**config.mk**
```make
export PLATFORM = sky130hd
export DESIGN_NAME = nest_irq_ctrl
export DESIGN_NICKNAME = d
export VERILOG_FILES = /design/src/rtl/nic_pkg.sv /design/src/rtl/nic_cfg_regs.sv /design/src/rtl/nic_arbiter.sv /design/src/rtl/nic_stack.sv /design/src/rtl/nest_irq_ctrl.sv
export SDC_FILE = /design/constraint.sdc
export NUM_CORES = 1
export LEC_CHECK = 0
export BUFFER_PORTS_ARGS = -buffer_cell sky130_fd_sc_hd__buf_2
export CORE_ASPECT_RATIO = 1.2
export CORE_UTILIZATION = 37
export CTS_CLUSTER_SIZE = 24
export DETAILED_ROUTE_END_ITERATION = 10
export SLEW_MARGIN = 20
export SYNTH_ARGS = -nofsm -noshare
export SYNTH_HDL_FRONTEND = slang
export SYNTH_SLANG_ARGS = --single-unit
```
**constraint.sdc**
```tcl
create_clock -name clk -period 91.2 [get_ports clk]
set_clock_uncertainty 0.15 [all_clocks]
set_input_delay 18.24 -clock clk [delete_from_list [all_inputs] [get_ports clk]]
set_output_delay 18.24 -clock clk [all_outputs]
set_load 0.01 [all_outputs]
```
**src/rtl/nic_pkg.sv**
```systemverilog
package nic_pkg;
  localparam int CFG_AW      = 8;
  localparam int CFG_DW      = 32;
  localparam logic [CFG_AW-1:0] ADR_CTRL = 8'hF0;
  localparam logic [CFG_AW-1:0] ADR_BASE = 8'hF1;
  localparam int CTRL_EN_BIT   = 0;
  localparam int CTRL_NEST_BIT = 1;
  localparam int CTRL_LIM_LSB  = 4;
endpackage

```
**src/rtl/nic_cfg_regs.sv**
```systemverilog
module nic_cfg_regs
  import nic_pkg::*;
#(
  parameter int NUM_SRC = 32,
  parameter int PRIO_W  = 4,
  parameter int LIM_W   = 4,
  parameter int ADDR_W  = 32
) (
  input  logic                      clk,
  input  logic                      rst,
  input  logic                      we,
  input  logic [CFG_AW-1:0]         addr,
  input  logic [CFG_DW-1:0]         wdata,
  output logic [NUM_SRC*PRIO_W-1:0] prio_flat,
  output logic                      glb_en,
  output logic                      nest_en,
  output logic [LIM_W-1:0]          lim,
  output logic [ADDR_W-1:0]         vec_base
);
  for (genvar g = 0; g < NUM_SRC; g++) begin : g_prio
    logic [PRIO_W-1:0] p_q;
    always_ff @(posedge clk) begin
      if (rst) p_q <= '0;
      else if (we && addr == CFG_AW'(g)) p_q <= wdata[PRIO_W-1:0];
    end
    assign prio_flat[g*PRIO_W +: PRIO_W] = p_q;
  end

  always_ff @(posedge clk) begin
    if (rst) begin
      glb_en   <= 1'b0;
      nest_en  <= 1'b0;
      lim      <= '0;
      vec_base <= '0;
    end else if (we) begin
      if (addr == ADR_CTRL) begin
        glb_en  <= wdata[CTRL_EN_BIT];
        nest_en <= wdata[CTRL_NEST_BIT];
        lim     <= wdata[CTRL_LIM_LSB +: LIM_W];
      end
      if (addr == ADR_BASE) vec_base <= wdata[ADDR_W-1:0];
    end
  end
endmodule

```
**src/rtl/nic_arbiter.sv**
```systemverilog
module nic_arbiter #(
  parameter int NUM_SRC = 32,
  parameter int PRIO_W  = 4,
  localparam int ID_W   = $clog2(NUM_SRC)
) (
  input  logic [NUM_SRC-1:0]        req,
  input  logic [NUM_SRC*PRIO_W-1:0] prio_flat,
  output logic                      best_valid,
  output logic [ID_W-1:0]           best_id,
  output logic [PRIO_W-1:0]         best_prio
);
  always_comb begin
    best_prio = '0;
    best_id   = '0;
    for (int i = 0; i < NUM_SRC; i++) begin
      // strict compare keeps the lower index on a tie
      if (req[i] && prio_flat[i*PRIO_W +: PRIO_W] > best_prio) begin
        best_prio = prio_flat[i*PRIO_W +: PRIO_W];
        best_id   = ID_W'(i);
      end
    end
    best_valid = (best_prio != '0);
  end
endmodule

```
**src/rtl/nic_stack.sv**
```systemverilog
module nic_stack #(
  parameter int DEPTH  = 16,
  parameter int PRIO_W = 4,
  localparam int CNT_W = $clog2(DEPTH+1),
  localparam int IDX_W = (DEPTH > 1) ? $clog2(DEPTH) : 1
) (
  input  logic              clk,
  input  logic              rst,
  input  logic              push,
  input  logic [PRIO_W-1:0] push_prio,
  input  logic              pop,
  output logic [CNT_W-1:0]  depth,
  output logic [PRIO_W-1:0] top_prio
);
  logic [PRIO_W-1:0] mem [DEPTH];
  logic [IDX_W-1:0]  top_idx;
  logic [IDX_W-1:0]  wr_idx;
  logic              do_wr;

  assign top_idx = IDX_W'(depth - CNT_W'(1));
  assign top_prio = (depth == '0) ? '0 : mem[top_idx];

  // a push in the same cycle as a pop replaces the top entry
  assign do_wr  = push && (pop ? 1'b1 : (depth < CNT_W'(DEPTH)));
  assign wr_idx = (pop && depth != '0) ? top_idx : IDX_W'(depth);

  always_ff @(posedge clk) begin
    if (do_wr) mem[wr_idx] <= push_prio;
  end

  always_ff @(posedge clk) begin
    if (rst) depth <= '0;
    else if (push && !pop && depth < CNT_W'(DEPTH)) depth <= depth + CNT_W'(1);
    else if (pop && !push && depth != '0) depth <= depth - CNT_W'(1);
    else if (push && pop && depth == '0) depth <= CNT_W'(1);
  end

  p_depth_bound_r7: assert property (@(posedge clk) disable iff (rst)
    depth <= CNT_W'(DEPTH));
  p_pop_empty_r8: assert property (@(posedge clk) disable iff (rst)
    pop && !push && depth == '0 |=> depth == '0);
  p_pop_one_r8: assert property (@(posedge clk) disable iff (rst)
    pop && !push && depth != '0 |=> depth == $past(depth) - CNT_W'(1));
endmodule

```
**src/rtl/nest_irq_ctrl.sv**
```systemverilog
module nest_irq_ctrl
  import nic_pkg::*;
#(
  parameter int NUM_SRC   = 32,
  parameter int PRIO_W    = 4,
  parameter int MAX_DEPTH = 16,
  parameter int ADDR_W    = 32
) (
  input  logic                              clk,
  input  logic                              rst,
  input  logic                              cfg_we,
  input  logic [7:0]                        cfg_addr,
  input  logic [31:0]                       cfg_wdata,
  input  logic [NUM_SRC-1:0]                irq_req,
  input  logic                              irq_ack,
  input  logic                              eoi,
  output logic                              irq_o,
  output logic [ADDR_W-1:0]                 vec_o,
  output logic [$clog2(MAX_DEPTH+1)-1:0]    depth_o
);
  localparam int ID_W  = $clog2(NUM_SRC);
  localparam int LIM_W = $clog2(MAX_DEPTH);
  localparam int CNT_W = $clog2(MAX_DEPTH+1);

  logic [NUM_SRC*PRIO_W-1:0] prio_flat;
  logic                      glb_en, nest_en;
  logic [LIM_W-1:0]          lim;
  logic [ADDR_W-1:0]         vec_base;
  logic                      best_valid;
  logic [ID_W-1:0]           best_id;
  logic [PRIO_W-1:0]         best_prio;
  logic [PRIO_W-1:0]         top_prio;
  logic [CNT_W-1:0]          depth;
  logic [CNT_W-1:0]          lim_levels;
  logic                      take_ok, push;
  logic [PRIO_W-1:0]         win_prio_q;

  nic_cfg_regs #(.NUM_SRC(NUM_SRC), .PRIO_W(PRIO_W), .LIM_W(LIM_W), .ADDR_W(ADDR_W)) u_cfg (
    .clk(clk), .rst(rst), .we(cfg_we), .addr(cfg_addr), .wdata(cfg_wdata),
    .prio_flat(prio_flat), .glb_en(glb_en), .nest_en(nest_en), .lim(lim),
    .vec_base(vec_base));

  nic_arbiter #(.NUM_SRC(NUM_SRC), .PRIO_W(PRIO_W)) u_arb (
    .req(irq_req), .prio_flat(prio_flat), .best_valid(best_valid),
    .best_id(best_id), .best_prio(best_prio));

  nic_stack #(.DEPTH(MAX_DEPTH), .PRIO_W(PRIO_W)) u_stk (
    .clk(clk), .rst(rst), .push(push), .push_prio(win_prio_q), .pop(eoi),
    .depth(depth), .top_prio(top_prio));

  assign lim_levels = nest_en ? (CNT_W'(lim) + CNT_W'(1)) : CNT_W'(1);
  assign take_ok = glb_en && best_valid &&
                   (depth == '0 || (depth < lim_levels && best_prio > top_prio));
  assign push = irq_ack && irq_o;

  always_ff @(posedge clk) begin
    if (rst) begin
      irq_o      <= 1'b0;
      vec_o      <= '0;
      win_prio_q <= '0;
    end else begin
      irq_o <= take_ok && !push && !eoi;
      if (take_ok) begin
        vec_o      <= vec_base + ADDR_W'({best_id, 2'b00});
        win_prio_q <= best_prio;
      end
    end
  end

  assign depth_o = depth;

  p_off_quiet_r10: assert property (@(posedge clk) disable iff (rst)
    !glb_en |=> !irq_o);
  p_ack_gap_r11: assert property (@(posedge clk) disable iff (rst)
    irq_ack && irq_o |=> !irq_o);
  p_ack_push_r11: assert property (@(posedge clk) disable iff (rst)
    irq_ack && irq_o && !eoi |=> depth_o == $past(depth_o) + CNT_W'(1));
  p_stray_ack_r11: assert property (@(posedge clk) disable iff (rst)
    irq_ack && !irq_o && !eoi |=> $stable(depth_o));
  p_no_nest_r5: assert property (@(posedge clk) disable iff (rst)
    !nest_en && depth_o != '0 |=> !irq_o);
endmodule

```
==> qor.csv, run 1 <==
stage,metric,value,unit
global_routing,largest net degree at the start of global routing,145,
clocking,"Clk Latency, worst-skew pair",560,ps
synthesis,syn_nets,2383,
clocking,CTS Buf Count,30,
clocking,post-CTS setup buffer count,0,
clocking,Sink Count,272,
critical_path,Slowest Stage Delay on Critical Path,830,ps
routing,final wirelength,48200,um
place,PortBufs,114,
global_routing,antenna violations before repair,6,
critical_path,Crit. Startpoint,irq_req[0],
place,gpl congestion,0.878,
critical_path,Setup Crit Path Kind,primary input to flip-flop,
floorplanning,die area,0.0520,mm2
final_layout,"Net count, final",2432,
synthesis,largest family of logic cells by synthesized area,simple AND/OR/NAND/NOR gates,
global_routing,vias in the first global route,15500,
routing,Initial DRC Count,875,
synthesis,asr flop ratio synth,0,%
synthesis,post-synthesis xor/xnor area fraction,2.27,%
worst_hold_path,HP Class,flip-flop to flip-flop,
synthesis,sequential cell area fraction in the yosys report,32.2,%
final_layout,layout cells sized above 1,12.7,%
synthesis,synth cell count leaders,"267 x nor2_1, 220 x nand2_1, 208 x dfxtp_1",
place,pre-CTS setup slack,15140,ps
power_and_ir_drop,Peak VDD IR,31.1,uV
clocking,# H-tree levels,1,
synthesis,top-area cell type share of the netlist area,22.0,%
synthesis,Synth warnings,0,
sta,Max Slew Vio Count,0,
global_routing,GRT Resource Usage Total,18.1,%
routing,first drt pass iteration count,6,
global_routing,wire length of the first global-routing pass,78600,um
critical_path,CP endpoint kind,flip-flop,
power_and_ir_drop,combinational share of power,64.6,%
floorplanning,CORE AREA,0.0503,mm2
critical_path,slowest CP cell,a2111oi_1,
critical_path,"CP delay by family, top",compound AO/OA/AOI/OAI gates,
floorplanning,Rows,90,
synthesis,"top cells by area, synth","dfxtp_1 22%, edfxtp_1 10%, mux2i_1 8.1%, ha_1 7.0%, nor2_1 5.3%",
synthesis,register bit total from synthesis,272,
power_and_ir_drop,power share of the sequential group,19.2,%
clocking,# hold bufs at CTS,0,
clocking,CTS root buffer,clkbuf_16,
sta,Fin. Hold Viols,0,
sta,Fin Hold WS,307,ps
sta,final setup margin,15180,ps
routing,Routed Antenna Nets,0,
synthesis,commonest register cell after synthesis,dfxtp_1,
floorplanning,IO Pins,115,
critical_path,Critical path buffers and inverters,24,
critical_path,Worst EP required,91500,ps
sta,final period utilization,83.4,%
clocking,CTS tree,done,
synthesis,simple-gate portion of the synthesized area,19.7,%
synthesis,Synth Area in Compound Gates,18.2,%
synthesis,Synth Instances,2199,
sta,unrepaired setup endpoints after global routing,false,
sta,setup_tns,0,ps
worst_hold_path,hold path start,u_cfg.vec_base[1],
floorplanning,Starting Density,37.5,%
power_and_ir_drop,Internal Power,0.000377,W
power_and_ir_drop,Psw,0.000315,W
synthesis,Post-Synth Adder-Cell Area,7.57,%
sta,Final Critical Period,76020,ps
sta,Slew @ Worst Pin,1050,ps
final_layout,area of the multi-input gates,0.0117,mm2
synthesis,cell taking the most area after synthesis,dfxtp_1,
clocking,"Clk pin slew, worst setup/hold paths",60,ps
synthesis,"count leader, synth",nor2_1,
routing,Avg WL per Cell,16.5,um
status,status,"finished, final reports clean",
critical_path,startpoint of the worst-slack reg-to-reg timing path,u_cfg.g_prio[0].p_q[2],
final_layout,fillers,5022,
routing,number of remaining DRC errors,0,
power_and_ir_drop,LEAKAGE,8.20,nW
synthesis,Netlist cell types,125,
critical_path,crit path max fanout,12,
routing,Via density,5.45,
synthesis,Synth Area per Inst,8.59,um2
global_routing,total grt overflow,0,
sta,max_slew headroom,29.7,%
critical_path,CP arrival,76320,ps
place,Final HPWL DP,36000,um
power_and_ir_drop,Clk pwr share,16.2,%
clocking,post-CTS sizing,0,
final_layout,Layout area overhead,9.56,%
final_layout,register area,0.00609,mm2
power_and_ir_drop,sw frac,45.5,%
floorplanning,Die Y,250,um
floorplanning,die width,208,um
sta,Max Fclk,13.2,MHz
power_and_ir_drop,PD cells,33.4,mW/mm2
routing,via count,15900,
critical_path,CP startpoint kind,primary input,
synthesis,Post-Syn Area,0.0189,mm2
final_layout,final design utilization,41.1,%
job,maxcap violations,0,
critical_path,Most common cell on crit path,ha_1,
clocking,worst-case clock buffer depth,3,
synthesis,post-synthesis mux area share,14.2,%
sta,Finish-stage setup viols,0,
synthesis,number of synthesized flops with an enable pin,64,
==> area by class of cell <==
type / instances / share of cell area (%)
Antenna cell: 1 / 0.0121
Clock buffer: 44 / 3.98
Clock inverter: 11 / 0.357
Inverter: 152 / 2.76
Multi-Input combinational cell: 1672 / 56.6
Sequential cell: 272 / 29.4
Tap cell: 644 / 3.89
Timing Repair Buffer: 120 / 3.00
==> worst register-to-register path: cells and delay by family, from the launching register on <==
| kind | cells | cell delay [ps] |
|---|---|---|
| AOI/OAI and AO/OA | 113 | 24320 |
| and+or+nand+nor | 77 | 13320 |
| adders and majority gates | 36 | 9950 |
| muxes | 25 | 8780 |
| buffers and inverters | 23 | 1470 |
| DFF | 1 | 390 |
| xor gates and xnor gates | 1 | 140 |
==> kinds of logic after synthesis <==
group           count (synthesis)
xor+xnor                       49
mux                           235
buf+inv                       255
compound gates                487
simple gates                  786
flops                         272
fa+ha+maj                     115
==> final timing paths <==
check                       to  slack (ps)  depth (start not counted)
max reg2reg          vec_o[31]       32610                        275
min          u_cfg.vec_base[1]         310                          2
max                  vec_o[31]       15180                        276
min reg2reg  u_cfg.vec_base[1]         310                          2
==> per-layer routing <==
layer / GRT usage [%] / wire length (um) / up-vias
li1: - / - / 7974
met1: 21.9 / 21000 / 7560
met2: 33.8 / 24500 / 297
met3: 2.68 / 1970 / 63
met4: 3.37 / 692 / 8
met5: 0 / 50 / -
==> sequential cells by signal, indices dropped and copies added (netlist names), 4 cells and up <==
| signal | flops |
|---|---|
| u_stk.depth | 5 |
| win_prio_q | 4 |
| u_cfg.vec_base | 32 |
| u_cfg.lim | 4 |
| vec_o | 32 |
| u_stk.mem | 64 |
| u_cfg.g_prio.p_q | 128 |
==> through the flow <==
step / area [um2] / total power [W] / std cells
floorplan: 18900 / 0.000479 / 2199
global placement: 19800 / 0.000564 / 2860
detailed placement: 19800 / 0.000578 / 2860
CTS: 20700 / 0.000694 / 2915
global route: 20700 / 0.000755 / 2915
finish: 20700 / 0.000692 / 2916
==> cell usage in the layout, fill, tap and decap left out, types with 19 or more instances in the layout <==
master / synthesis / final
mux2i_1: 152 / 152
buf_2: 3 / 113
inv_1: 152 / 152
xor2_1: 19 / 19
o21a_1: 19 / 19
o211ai_1: 24 / 24
a31oi_1: 21 / 21
a21oi_1: 128 / 128
o21ai_0: 85 / 85
clkbuf_16: 0 / 30
and3_1: 31 / 31
and2_1: 20 / 20
nor2b_1: 39 / 39
dfxtp_1: 208 / 208
ha_1: 106 / 106
edfxtp_1: 64 / 64
mux2_1: 20 / 20
nand3_1: 72 / 72
nand2_1: 220 / 220
nor2_1: 267 / 267
a21o_1: 33 / 33
xnor2_1: 30 / 30
mux2_2: 36 / 36
nand2b_1: 21 / 21
nor3_1: 23 / 23
==> power groups by stage <==
| stage | clock [W] | sequential [W] | combinational (W) |
|---|---|---|---|
| floorplan | 0 | 0.000133 | 0.000346 |
| global placement | 0 | 0.000135 | 0.000429 |
| detailed placement | 0 | 0.000136 | 0.000443 |
| CTS | 0.000115 | 0.000133 | 0.000446 |
| global route | 0.000120 | 0.000133 | 0.000502 |
| finish | 0.000112 | 0.000133 | 0.000447 |
(Power assumes the default switching activity.)
==> run 2, diff against run 1 <==
- clock period: 91.2 -> 73.1 ns (I/O delays scaled with it)
==> run 2 against run 1 <==
Wire length grew 2.5%. Die area is the same. Clock-buffer cell count shrank 2. Sequential cell count did not move. Sequential power is 25% higher. Total power up 31%. Utilization up 0.87 points. Cell count up 0.65%. Sequential share of layout area down 0.61 points. Global-route usage is 0.51 points higher. Worst setup slack worse by 11000 ps. Largest cell class unchanged. Hold slack worse by 2.9 ps.
==> qor.csv, run 2 (synthesized netlist as in run 1, its figures left out) <==
stage,metric,value,unit
floorplanning,CORE AREA,0.0503,mm2
critical_path,CP startpoint kind,primary input,
clocking,# H-tree levels,2,
critical_path,worst setup path endpoint,vec_o[31],
sta,Finish-stage setup viols,0,
critical_path,startpoint of the worst-slack reg-to-reg timing path,u_cfg.g_prio[0].p_q[1],
final_layout,Largest regs,"u_cfg.g_prio.p_q (128), u_stk.mem (64)",
place,PortBufs,114,
final_layout,"commonest non-fill, non-tap cells in the layout","264 x nor2_1, 219 x nand2_1, 208 x dfxtp_1",
power_and_ir_drop,Peak VDD IR,46.6,uV
global_routing,gr busiest metal,met2,
routing,number of remaining DRC errors,0,
clocking,# hold bufs at CTS,0,
critical_path,slowest CP cell,or4_1,
critical_path,Setup Crit Path Kind,primary input to flip-flop,
routing,via count,16100,
final_layout,layout cells sized above 1,14.5,%
clocking,worst-case clock buffer depth,3,
routing,final wirelength,49400,um
final_layout,max FFs per register,128,
final_layout,most flop-heavy register,u_cfg.g_prio.p_q,
global_routing,largest net degree at the start of global routing,139,
sta,setup_tns,0,ps
floorplanning,IO Pins,115,
floorplanning,Rows,90,
worst_hold_path,HP Class,flip-flop to flip-flop,
final_layout,Layout area overhead,11.9,%
sta,Max Fclk,14.6,MHz
critical_path,Crit. Startpoint,irq_req[0],
clocking,CTS root buffer,clkbuf_16,
routing,Via density,5.48,
sta,max_slew headroom,29.9,%
clocking,CTS tree,done,
global_routing,GRT met1 Usage,22.5,%
clocking,Sink Count,272,
sta,Fin. Hold Viols,0,
routing,Initial DRC Count,1016,
routing,Routed Antenna Nets,0,
sta,Slew @ Worst Pin,1050,ps
global_routing,total grt overflow,0,
floorplanning,Starting Density,37.5,%
routing,Avg WL per Cell,16.8,um
floorplanning,die area,0.0520,mm2
critical_path,reg-to-reg setup timing slack,18270,ps
critical_path,crit path max fanout,12,
power_and_ir_drop,PD cells,42.9,mW/mm2
sta,Max Slew Vio Count,0,
global_routing,M2 GR Usage,33.8,%
critical_path,Reg-to-Reg End,vec_o[31],
clocking,"Clk pin slew, worst setup/hold paths",50,ps
critical_path,Slowest Stage Delay on Critical Path,570,ps
job,maxcap violations,0,
status,status,"finished, final reports clean",
floorplanning,die width,208,um
global_routing,global routing usage on met3,2.88,%
global_routing,vias in the first global route,15600,
sta,final period utilization,94.0,%
power_and_ir_drop,LEAKAGE,8.36,nW
global_routing,antenna violations before repair,6,
power_and_ir_drop,Design Power,0.000907,W
critical_path,Worst EP required,73370,ps
critical_path,CP endpoint kind,flip-flop,
clocking,CTS Buf Count,34,
place,gpl congestion,0.875,
global_routing,wire length of the first global-routing pass,79700,um
place,Final HPWL DP,36600,um
critical_path,Register-to-Register Path Depth,270,
critical_path,CP arrival,68960,ps
routing,first drt pass iteration count,6,
critical_path,Most common cell on crit path,ha_1,
sta,Final Critical Period,68690,ps
global_routing,GRT Resource Usage Total,18.6,%
final_layout,"Net count, final",2449,
floorplanning,Die Y,250,um
clocking,"Clk Latency, worst-skew pair",550,ps
final_layout,"commonest non-fill, non-tap cell in the layout",nor2_1,
[run 2: final cells by class]
| class | instances | area, um2 |
|---|---|---|
| Tap cell | 644 | 806 |
| Fill cell | 4965 | 29200 |
| Clock inverter | 19 | 188 |
| Antenna cell | 1 | 2.50 |
| Multi-Input combinational cell | 1672 | 11900 |
| Clock buffer | 42 | 901 |
| Inverter | 152 | 571 |
| Sequential cell | 272 | 6090 |
| Timing Repair Buffer | 133 | 719 |
[run 2: worst max-delay path: cells and delay by family]
kind	cells	cell delay, ps
AO/OA/AOI/OAI	104	20840
buffers and inverters	25	1720
adder cells (fa/ha/maj)	37	9690
AND/OR/NAND/NOR	78	13650
XOR/XNOR	1	140
multiplexers	26	8260
[run 2: power breakdown]
group,total [W],leakage [nW],switching (W),internal (W)
Sequential,0.000166,2.28,0.00000694,0.000159
Clock,0.000164,0.523,0.0000683,0.0000961
Combinational,0.000577,5.56,0.000330,0.000247
Total,0.000907,8.36,0.000405,0.000502
[run 2: worst min path at each step]
stage,slack (ps),end,start,cells past startpoint
after global routing,340,u_cfg.vec_base[0],u_cfg.vec_base[0],2
after floorplan,290,u_cfg.g_prio[10].p_q[0],u_cfg.g_prio[10].p_q[0],2
after global placement,290,u_cfg.vec_base[1],u_cfg.vec_base[1],2
final,300,u_cfg.vec_base[0],u_cfg.vec_base[0],2
after CTS,310,u_cfg.vec_base[0],u_cfg.vec_base[0],2
after detailed placement,300,u_cfg.vec_base[0],u_cfg.vec_base[0],2
[run 2: metrics by stage]
step | area, um2 | setup slack, ps | cells | hold WS (ps) | util (%)
after floorplan | 18900 | 7870 | 2199 | 286 | -
after global placement | 19800 | 2620 | 2860 | 293 | 39.3
after detailed placement | 19800 | 1530 | 2860 | 300 | 39.3
after CTS | 20900 | 1900 | 2921 | 308 | 41.5
after global routing | 21100 | -41.2 | 2934 | 338 | 42.0
final | 21100 | 4410 | 2935 | 304 | 42.0
[run 2: metal layers]
layer / wire (um) / up-vias / part of all wire [%]
met5: 41 / - / 0.083
met4: 1080 / 6 / 2.2
met3: 2090 / 78 / 4.2
met2: 24700 / 342 / 50
met1: 21600 / 7651 / 44
li1: - / 8002 / -
[run 2: timing repair]
action / 4_1_cts / 5_1_grt
gates resized for setup: 0 / 33
endpoints found under the setup margin: 0 / 37
setup buffers: 0 / 13
